## config.mk

```make
export PLATFORM = sky130hd
export DESIGN_NAME = ahb_wait_slave
export DESIGN_NICKNAME = d
export VERILOG_FILES = /design/src/rtl/ahbws_pkg.sv /design/src/rtl/ahbws_addr_phase.sv /design/src/rtl/ahbws_wait_ctrl.sv /design/src/rtl/ahbws_regfile.sv /design/src/rtl/ahb_wait_slave.sv
export SDC_FILE = /design/constraint.sdc
export NUM_CORES = 1
export LEC_CHECK = 0
export BUFFER_PORTS_ARGS = -buffer_cell sky130_fd_sc_hd__buf_2
export CAP_MARGIN = 25
export CORE_UTILIZATION = 41
export CTS_CLUSTER_SIZE = 8
export DETAILED_ROUTE_END_ITERATION = 12
export GPL_ROUTABILITY_DRIVEN = 0
export GPL_TIMING_DRIVEN = 0
export PLACE_DENSITY_LB_ADDON = 0.3
export SYNTH_ARGS = -nofsm -noshare
export SYNTH_HDL_FRONTEND = slang
export SYNTH_SLANG_ARGS = --single-unit
```

## constraint.sdc

```tcl
create_clock -name clk -period 2.3 [get_ports clk]
set_input_delay 0.345 -clock clk [delete_from_list [all_inputs] [get_ports clk]]
set_output_delay 0.345 -clock clk [all_outputs]
set_load 0.05 [all_outputs]
```

## src/rtl/ahbws_pkg.sv

```systemverilog
// Package: shared transfer-type encoding and captured-phase control record
// for the wait-state slave. Assumes the bus encodes IDLE/BUSY/NONSEQ/SEQ
// in two bits as below.
package ahbws_pkg;

    typedef enum logic [1:0] {
        TR_IDLE   = 2'b00,
        TR_BUSY   = 2'b01,
        TR_NONSEQ = 2'b10,
        TR_SEQ    = 2'b11
    } htrans_e;

    // Control fields held for the duration of one data phase
    typedef struct packed {
        logic       valid;
        logic       write;
        logic [2:0] size;
    } phase_ctl_t;

endpackage

```

## src/rtl/ahbws_addr_phase.sv

```systemverilog
// Address-phase register: samples an address phase when the bus is ready
// and the transfer is qualified, and holds it through the data phase.
// Assumes hready_in is the bus-wide ready, so a captured phase cannot be
// replaced while its own data phase is being stretched.
module ahbws_addr_phase
    import ahbws_pkg::*;
#(
    parameter int ADDR_W = 6,
    parameter int OFF_W  = 2,
    localparam int IDX_W = ADDR_W - OFF_W
) (
    input  logic              clk,
    input  logic              rst_n,
    input  logic              hsel,
    input  logic [ADDR_W-1:0] haddr,
    input  logic              hwrite,
    input  logic [1:0]        htrans,
    input  logic [2:0]        hsize,
    input  logic              hready_in,
    output phase_ctl_t        ph_ctl,
    output logic [IDX_W-1:0]  ph_idx,
    output logic [OFF_W-1:0]  ph_off
);

    logic qualified;

    // Purpose: a transfer is accepted only when selected, bus-ready and active
    always_comb begin
        qualified = hsel && hready_in &&
                    ((htrans == TR_NONSEQ) || (htrans == TR_SEQ));
    end

    // Purpose: capture the address phase on a ready edge, hold it otherwise
    always_ff @(posedge clk) begin
        if (!rst_n) begin
            ph_ctl <= '0;
            ph_idx <= '0;
            ph_off <= '0;
        end else if (hready_in) begin
            ph_ctl.valid <= qualified;
            if (qualified) begin
                ph_ctl.write <= hwrite;
                ph_ctl.size  <= hsize;
                ph_idx       <= haddr[ADDR_W-1:OFF_W];
                ph_off       <= haddr[OFF_W-1:0];
            end
        end
    end

    // while the bus is stalled nothing captured may change
    a_r3_hold_when_stalled: assert property (@(posedge clk) disable iff (!rst_n)
        !hready_in |=> ($stable(ph_idx) && $stable(ph_ctl) && $stable(ph_off)));

    // an unqualified ready edge leaves no data phase behind
    a_r2_capture_qualified: assert property (@(posedge clk) disable iff (!rst_n)
        (hready_in && !(hsel && htrans[1])) |=> !ph_ctl.valid);

endmodule

```

## src/rtl/ahbws_wait_ctrl.sv

```systemverilog
// Wait-state controller: for an active data phase, holds ready low for
// WAIT_STATES cycles and then high for one completing cycle. Ready is high
// whenever no data phase of this slave is active. Assumes "active" only
// changes on edges where this slave's ready is high.
module ahbws_wait_ctrl #(
    parameter int WAIT_STATES = 2
) (
    input  logic clk,
    input  logic rst_n,
    input  logic active,
    output logic hready_out
);

    generate
        if (WAIT_STATES == 0) begin : g_no_wait
            // Purpose: zero wait states, every data phase completes at once
            always_comb begin
                hready_out = 1'b1;
            end
        end else begin : g_wait
            localparam int CNT_W = $clog2(WAIT_STATES + 1);
            localparam logic [CNT_W-1:0] LAST = CNT_W'(WAIT_STATES);

            logic [CNT_W-1:0] cnt;
            logic [CNT_W-1:0] low_run;

            // Purpose: ready rises once the wait count reaches its limit
            always_comb begin
                hready_out = !active || (cnt == LAST);
            end

            // Purpose: count wait cycles within the active phase, clear on completion
            always_ff @(posedge clk) begin
                if (!rst_n) begin
                    cnt <= '0;
                end else if (active && (cnt != LAST)) begin
                    cnt <= cnt + 1'b1;
                end else begin
                    cnt <= '0;
                end
            end

            // Purpose: independent length of the current low stretch of ready
            always_ff @(posedge clk) begin
                if (!rst_n) begin
                    low_run <= '0;
                end else if (!hready_out) begin
                    low_run <= low_run + 1'b1;
                end else begin
                    low_run <= '0;
                end
            end

            // each completing cycle follows exactly WAIT_STATES low cycles
            a_r5_wait_len: assert property (@(posedge clk) disable iff (!rst_n)
                (active && hready_out) |-> (low_run == LAST));

            // a stretched phase is never abandoned before it completes
            a_r5_no_abandon: assert property (@(posedge clk) disable iff (!rst_n)
                (active && !hready_out) |=> active);
        end
    endgenerate

endmodule

```

## src/rtl/ahbws_regfile.sv

```systemverilog
// Register file behind the slave: byte-lane writes selected by transfer
// size and byte offset, and a read port that drives zero unless a read
// completes. Assumes size/offset describe a naturally aligned transfer.
module ahbws_regfile #(
    parameter int DATA_W = 32,
    parameter int IDX_W  = 4,
    localparam int BYTES = DATA_W / 8,
    localparam int OFF_W = $clog2(BYTES),
    localparam int DEPTH = 1 << IDX_W
) (
    input  logic              clk,
    input  logic              rst_n,
    input  logic              we,
    input  logic              re,
    input  logic [IDX_W-1:0]  idx,
    input  logic [OFF_W-1:0]  off,
    input  logic [2:0]        size,
    input  logic [DATA_W-1:0] wdata,
    output logic [DATA_W-1:0] rdata
);

    logic [DATA_W-1:0] mem [DEPTH];
    logic [BYTES-1:0]  lane_en;

    // Purpose: a byte lane is enabled when it shares the aligned block of the offset
    always_comb begin
        for (int i = 0; i < BYTES; i++) begin
            if (int'(size) >= OFF_W) begin
                lane_en[i] = 1'b1;
            end else begin
                lane_en[i] = ((i >> size) == (int'(off) >> size));
            end
        end
    end

    // Purpose: clear storage on reset, merge enabled lanes on a completing write
    always_ff @(posedge clk) begin
        if (!rst_n) begin
            for (int w = 0; w < DEPTH; w++) begin
                mem[w] <= '0;
            end
        end else if (we) begin
            for (int i = 0; i < BYTES; i++) begin
                if (lane_en[i]) begin
                    mem[idx][8*i +: 8] <= wdata[8*i +: 8];
                end
            end
        end
    end

    // Purpose: present the addressed word only in a completing read cycle
    always_comb begin
        rdata = re ? mem[idx] : '0;
    end

endmodule

```

## src/rtl/ahb_wait_slave.sv

```systemverilog
// Top of the wait-state slave: address-phase capture gated by the shared
// ready input, wait-state insertion on its own ready output, and a byte-lane
// register file. Responses are always OKAY. Assumes the interconnect feeds
// this slave's hready_out back into hready_in while it owns the data phase.
module ahb_wait_slave
    import ahbws_pkg::*;
#(
    parameter int DATA_W      = 32,
    parameter int ADDR_W      = 6,
    parameter int WAIT_STATES = 2
) (
    input  logic              clk,
    input  logic              rst_n,
    input  logic              hsel,
    input  logic [ADDR_W-1:0] haddr,
    input  logic              hwrite,
    input  logic [1:0]        htrans,
    input  logic [2:0]        hsize,
    input  logic [DATA_W-1:0] hwdata,
    input  logic              hready_in,
    output logic              hready_out,
    output logic [DATA_W-1:0] hrdata,
    output logic              hresp
);

    localparam int OFF_W = $clog2(DATA_W / 8);
    localparam int IDX_W = ADDR_W - OFF_W;

    phase_ctl_t       ph_ctl;
    logic [IDX_W-1:0] ph_idx;
    logic [OFF_W-1:0] ph_off;
    logic             wr_commit;
    logic             rd_present;

    ahbws_addr_phase #(
        .ADDR_W (ADDR_W),
        .OFF_W  (OFF_W)
    ) u_addr (
        .clk       (clk),
        .rst_n     (rst_n),
        .hsel      (hsel),
        .haddr     (haddr),
        .hwrite    (hwrite),
        .htrans    (htrans),
        .hsize     (hsize),
        .hready_in (hready_in),
        .ph_ctl    (ph_ctl),
        .ph_idx    (ph_idx),
        .ph_off    (ph_off)
    );

    ahbws_wait_ctrl #(
        .WAIT_STATES (WAIT_STATES)
    ) u_wait (
        .clk        (clk),
        .rst_n      (rst_n),
        .active     (ph_ctl.valid),
        .hready_out (hready_out)
    );

    // Purpose: commit writes and expose reads only in the completing cycle
    always_comb begin
        wr_commit  = ph_ctl.valid &&  ph_ctl.write && hready_out;
        rd_present = ph_ctl.valid && !ph_ctl.write && hready_out;
    end

    ahbws_regfile #(
        .DATA_W (DATA_W),
        .IDX_W  (IDX_W)
    ) u_mem (
        .clk   (clk),
        .rst_n (rst_n),
        .we    (wr_commit),
        .re    (rd_present),
        .idx   (ph_idx),
        .off   (ph_off),
        .size  (ph_ctl.size),
        .wdata (hwdata),
        .rdata (hrdata)
    );

    // Purpose: this slave never signals an error response
    always_comb begin
        hresp = 1'b0;
    end

    // first cycle after reset release the slave is ready
    a_r1_ready_after_reset: assert property (@(posedge clk) disable iff (!rst_n)
        $past(!rst_n) |-> hready_out);

    // an IDLE or BUSY transfer on a ready edge leaves the bus ready
    a_r4_idle_zero_wait: assert property (@(posedge clk) disable iff (!rst_n)
        (hready_in && hsel && !htrans[1]) |=> hready_out);

endmodule

```

==> results.txt <==
The run finished, with violations left. The checks that failed: setup timing. The share of final-layout standard cells stronger than drive strength 1 came out at 36.91%.

The share of flip-flops with an asynchronous set or reset after synthesis came out at 0%. The worst setup path is of the reg -> out kind. For this design, the sink count on the clock tree is 529. The smallest clock period supported by the final layout is computed as 2.839 ns. The number of optimization iterations in the first detailed-route pass is 5. The post-synthesis compound-gate area fraction is 2.065%.

The number of hold-repair buffers added at the cts stage is 0. The capture point of the worst reg-to-reg path is u_mem.mem[1][2]. Summing the areas of all and, or, nand and nor instances in the mapped netlist gives 17.95% of the synthesized area. The area of the multi-input gates came out at 9399 um^2. On the critical path the largest part of the delay comes from multiplexers. Max-cap violations in this run came to 0. The final wirelength came out at 70820 um.

Together, buffers and inverters on the worst path number 4. The via density per instance is 5.595. The total overflow left after global routing is 0. The synthesized-area fraction occupied by adder cells came out at 0.05162%. The die boundary width came out at 245.1 um. The worst setup margin came out at -0.5393 ns.

The multiplexer share of the synthesized area came out at 13.33%. The final net count came out at 1897. The finished cells cover 30890 um^2.

The clock insertion delay at the later pin of the skew report is 0.61 ns. The layout has 4523 filler cells. The maximum fanout along the worst path came out at 5. In this run the worst hold path is classified as in -> reg. STA classifies the critical path startpoint as a flop. In this design, the stage delay of the slowest critical-path cell is 0.56 ns. After synthesis, the largest family of logic cells by area is simple AND/OR/NAND/NOR gates.

The level count of the clock H-tree came out at 3. The top flip-flop cell by instance count after synthesis is sky130_fd_sc_hd__edfxtp_1. From bottom edge to top edge, the die measures 245.1 um. Among all stages on the critical path, the largest delay is contributed by sky130_fd_sc_hd__mux4_2. The first-iteration detailed-routing DRC count came out at 1389. Measured against its own limit, the worst slew margin works out to 42.65%. The maximum root-to-sink buffer count is 3. The number of design rule violations left after detail routing came out at 0. The proportion of netlist area held by the largest area contributor is 63.44%. TritonCTS created 76 clock buffers. The maximum operating frequency is 0.3522 GHz.

The synthesized area divided by synthesized cell count is 15.55 um^2. The fraction of the cycle the final worst path needs is 123.4%. At the placement stage, the worst setup path has a slack of -1.480 ns. The number of cells traversed by the worst register-to-register path is 9. The count of final hold-check violations came out at 0. In the final routed layout, each cell accounts on average for 26.78 um.

Clock-pin slew was measured on the worst setup and hold paths at 0.05 ns. The overall die area came out at 60090 um^2. The pin count of the biggest net entering global routing came out at 11.

The detailed placement HPWL came out at 46090 um. The final setup skew is 0.02771 ns. Setup repair after global routing could not meet its margin everywhere. The synthesized net count is 1608. The Yosys warning count came out at 0.

The number of global-route vias before repair came to 15270. The root buffer cell chosen for the clock tree is sky130_fd_sc_hd__clkbuf_16. The antenna diode count is 0. The storage element area is 15720 um^2. The number of antenna violations at the first check in global routing came out at 0. The sequential fraction of the synthesis area is 64.84%. The worst register-to-register path begins at u_wait.g_wait.cnt[0]. The cell count after synthesis is 1559. Once the floorplan was initialized, standard cells occupied 41.77% of the core. After floorplanning, the core was sized to cover 58030 um^2. The signal arrival time at the worst endpoint is 2.49 ns. The placed instances occupy a cell area of 25850 um^2.

The total of buffers placed on input and output ports came out at 79. TritonCTS built the clock tree. The required time of the critical path came out at 1.96 ns. The setup slack of the worst register-to-register path came out at -0.03 ns. The largest total area in the synthesized netlist belongs to sky130_fd_sc_hd__edfxtp_1. The growth of design area from synthesis to finish came out at 27.47%. The remaining antenna violation count after routing came out at 0.

After synthesis, the cell types taking the most area are sky130_fd_sc_hd__edfxtp_1 (63%), sky130_fd_sc_hd__and2_1 (13%), sky130_fd_sc_hd__mux4_2 (12%), sky130_fd_sc_hd__nand2b_1 (1.8%), sky130_fd_sc_hd__mux2i_1 (1.5%). The slew at the pin closest to its max-slew limit is 0.8603 ns. The critical path goes through buf_6 > buf_12 > buf_12 > mux4_2 > a22oi_2 > o21ai_2 > buf_6. STA classifies the critical path endpoint as an output port. The synthesized netlist occupies a cell area of 24240 um^2.

After Yosys synthesis, XOR and XNOR cells account for 0% of the synthesized area. In this run the worst setup path terminates at hrdata[25]. The number of enable flip-flop cells after synthesis is 512. The total via count after detailed routing came out at 14800. Summed over all cells, the static leakage comes to 11.36 nW.

The number of top-level design ports came out at 82. The first global-routing pass estimated 100600 um of wire. The depth of the critical timing path with buffers and inverters included is 7.

Setup violations remaining at the end of the flow were counted as 42. The total count of max-transition violations in the final report is 0. The total power per unit cell area is 728.7 nW/um^2. The number of placement rows is 88. The worst voltage drop across the vdd grid came out at 494.2 uV. The overall global routing resource usage came out at 23.55%. The synthesized design contains 529 register bits.

The distinct cell type count after synthesis came out at 36.
worst min path at each step:
stage,startpoint,to,cells past startpoint
3_3_place_gp,u_wait.g_wait.cnt[0],u_wait.g_wait.cnt[0],1
3_5_place_dp,u_wait.g_wait.cnt[0],u_wait.g_wait.cnt[0],1
5_1_grt,hwrite,u_addr.ph_ctl[3],3
6_report,hwrite,u_addr.ph_ctl[3],3
2_1_floorplan,u_wait.g_wait.cnt[0],u_wait.g_wait.cnt[0],1
4_1_cts,hwrite,u_addr.ph_ctl[3],3
cell usage in the layout, fill, tap and decap left out, types with 2 or more instances in the layout:
master	netlist	routed
sky130_fd_sc_hd__a21boi_0	11	11
sky130_fd_sc_hd__a22oi_2	0	27
sky130_fd_sc_hd__and2_1	512	512
sky130_fd_sc_hd__buf_12	0	13
sky130_fd_sc_hd__buf_16	0	6
sky130_fd_sc_hd__buf_2	21	49
sky130_fd_sc_hd__buf_4	2	137
sky130_fd_sc_hd__buf_6	1	26
sky130_fd_sc_hd__buf_8	0	8
sky130_fd_sc_hd__clkbuf_1	73	66
sky130_fd_sc_hd__clkbuf_16	0	86
sky130_fd_sc_hd__clkbuf_2	0	3
sky130_fd_sc_hd__clkbuf_4	0	10
sky130_fd_sc_hd__clkbuf_8	0	10
sky130_fd_sc_hd__clkinv_8	0	3
sky130_fd_sc_hd__dfxtp_1	17	14
sky130_fd_sc_hd__dfxtp_2	0	2
sky130_fd_sc_hd__edfxtp_1	512	512
sky130_fd_sc_hd__inv_1	3	2
sky130_fd_sc_hd__mux2i_1	37	21
sky130_fd_sc_hd__mux2i_2	0	9
sky130_fd_sc_hd__mux2i_4	0	7
sky130_fd_sc_hd__mux4_2	127	127
sky130_fd_sc_hd__nand2_1	22	21
sky130_fd_sc_hd__nand2b_1	69	5
sky130_fd_sc_hd__nand2b_2	0	16
sky130_fd_sc_hd__nand2b_4	0	48
sky130_fd_sc_hd__nand3_1	3	2
sky130_fd_sc_hd__nand3b_1	3	3
sky130_fd_sc_hd__nor2_1	6	4
sky130_fd_sc_hd__nor2_4	0	2
sky130_fd_sc_hd__nor3_1	35	6
sky130_fd_sc_hd__nor3_4	10	57
sky130_fd_sc_hd__o21a_2	0	2
sky130_fd_sc_hd__o21ai_2	0	29
sky130_fd_sc_hd__o22ai_2	0	2
state kept, by name (all words and copies together) (netlist names), named ones only:
register           flops
u_wait.g_wait.cnt      2
u_addr.ph_off          2
u_addr.ph_ctl          5
u_mem.mem            512
u_addr.ph_idx          4
layout make-up:
cell class                 count  area share, %
buffer                        95          2.815
clock buffer                 104          6.634
clock inverter                 6         0.2146
inverter                       3        0.03645
multi-input combinational    928          30.42
sequential                   529          50.89
tap                          765          3.098
timing repair buffer         215          5.893
report_power, final:
| group | switching, mW | internal (mW) |
|---|---|---|
| logic | 0.869 | 0.474 |
| clock network | 4.07 | 6.13 |
| registers | 0.0988 | 10.9 |
routing by layer:
layer  track usage [%]  part of all wire (%)  vias to the layer above
met1             30.26                    38                     7626
met2             39.36                    50                      646
met3             5.128                   8.5                      114
li1                  -                     -                     6412
met4             8.088                   2.7                        0
met5                 0                     0                        -
per-stage QoR:
stage / setup TNS, ns / std cells / power [mW] / hold WS, ns / util (%)
2_1_floorplan: -0.1646 / 1559 / 11.73 / 0.3922 / -
3_3_place_gp: -542.54 / 2403 / 12.19 / 0.4099 / 44.34
3_5_place_dp: -487.79 / 2415 / 12.24 / 0.4114 / 44.56
4_1_cts: -16.19 / 2588 / 22.50 / 0.01435 / 51.88
5_1_grt: -19.62 / 2645 / 23.01 / 0.05700 / 53.24
6_report: -15.26 / 2645 / 22.51 / 0.02768 / 53.24
cell usage after synthesis, types with 2 or more instances:
cell / n
sky130_fd_sc_hd__nor3_2: 19
sky130_fd_sc_hd__a21boi_0: 11
sky130_fd_sc_hd__inv_1: 3
sky130_fd_sc_hd__buf_4: 2
sky130_fd_sc_hd__edfxtp_1: 512
sky130_fd_sc_hd__o21ai_1: 8
sky130_fd_sc_hd__a21boi_1: 2
sky130_fd_sc_hd__nor3_1: 35
sky130_fd_sc_hd__nand2_1: 22
sky130_fd_sc_hd__o21ai_0: 21
sky130_fd_sc_hd__a22oi_1: 28
sky130_fd_sc_hd__nand3b_1: 3
sky130_fd_sc_hd__dfxtp_1: 17
sky130_fd_sc_hd__buf_1: 2
sky130_fd_sc_hd__nand2b_1: 69
sky130_fd_sc_hd__and2_1: 512
sky130_fd_sc_hd__mux2i_1: 37
sky130_fd_sc_hd__clkbuf_1: 73
sky130_fd_sc_hd__nor3_4: 10
sky130_fd_sc_hd__mux4_2: 127
sky130_fd_sc_hd__o22ai_1: 3
sky130_fd_sc_hd__nor2_1: 6
sky130_fd_sc_hd__buf_2: 21
sky130_fd_sc_hd__nand3_1: 3
sky130_fd_sc_hd__o21a_1: 2
logic make-up (layout without fill, tap and decap cells):
logic type | Yosys count | in the layout
muxes | 164 | 164
and+or+nand+nor | 685 | 685
DFF | 529 | 529
AOI/OAI and AO/OA | 77 | 77
adders and majority gates | 1 | 1
buffers and inverters | 102 | 423
other | 1 | 1
timing repair:
item,CTS,global route
setup endpoints to repair,906,329
setup buffers,64,48
pin swaps,55,27
gates cloned,3,7
gates resized for setup,406,56
worst reg2reg max path, cell delays in order (launching register included):
cell	delay (ns)
sky130_fd_sc_hd__dfxtp_2	0.32
sky130_fd_sc_hd__inv_2	0.07
sky130_fd_sc_hd__ha_4	0.15
sky130_fd_sc_hd__and4_4	0.23
sky130_fd_sc_hd__or3b_4	0.39
sky130_fd_sc_hd__buf_12	0.16
sky130_fd_sc_hd__buf_12	0.14
sky130_fd_sc_hd__nor3_4	0.23
sky130_fd_sc_hd__nand2b_1	0.17
sky130_fd_sc_hd__buf_4	0.17
Note: power is estimated with default switching activity, not from simulation.
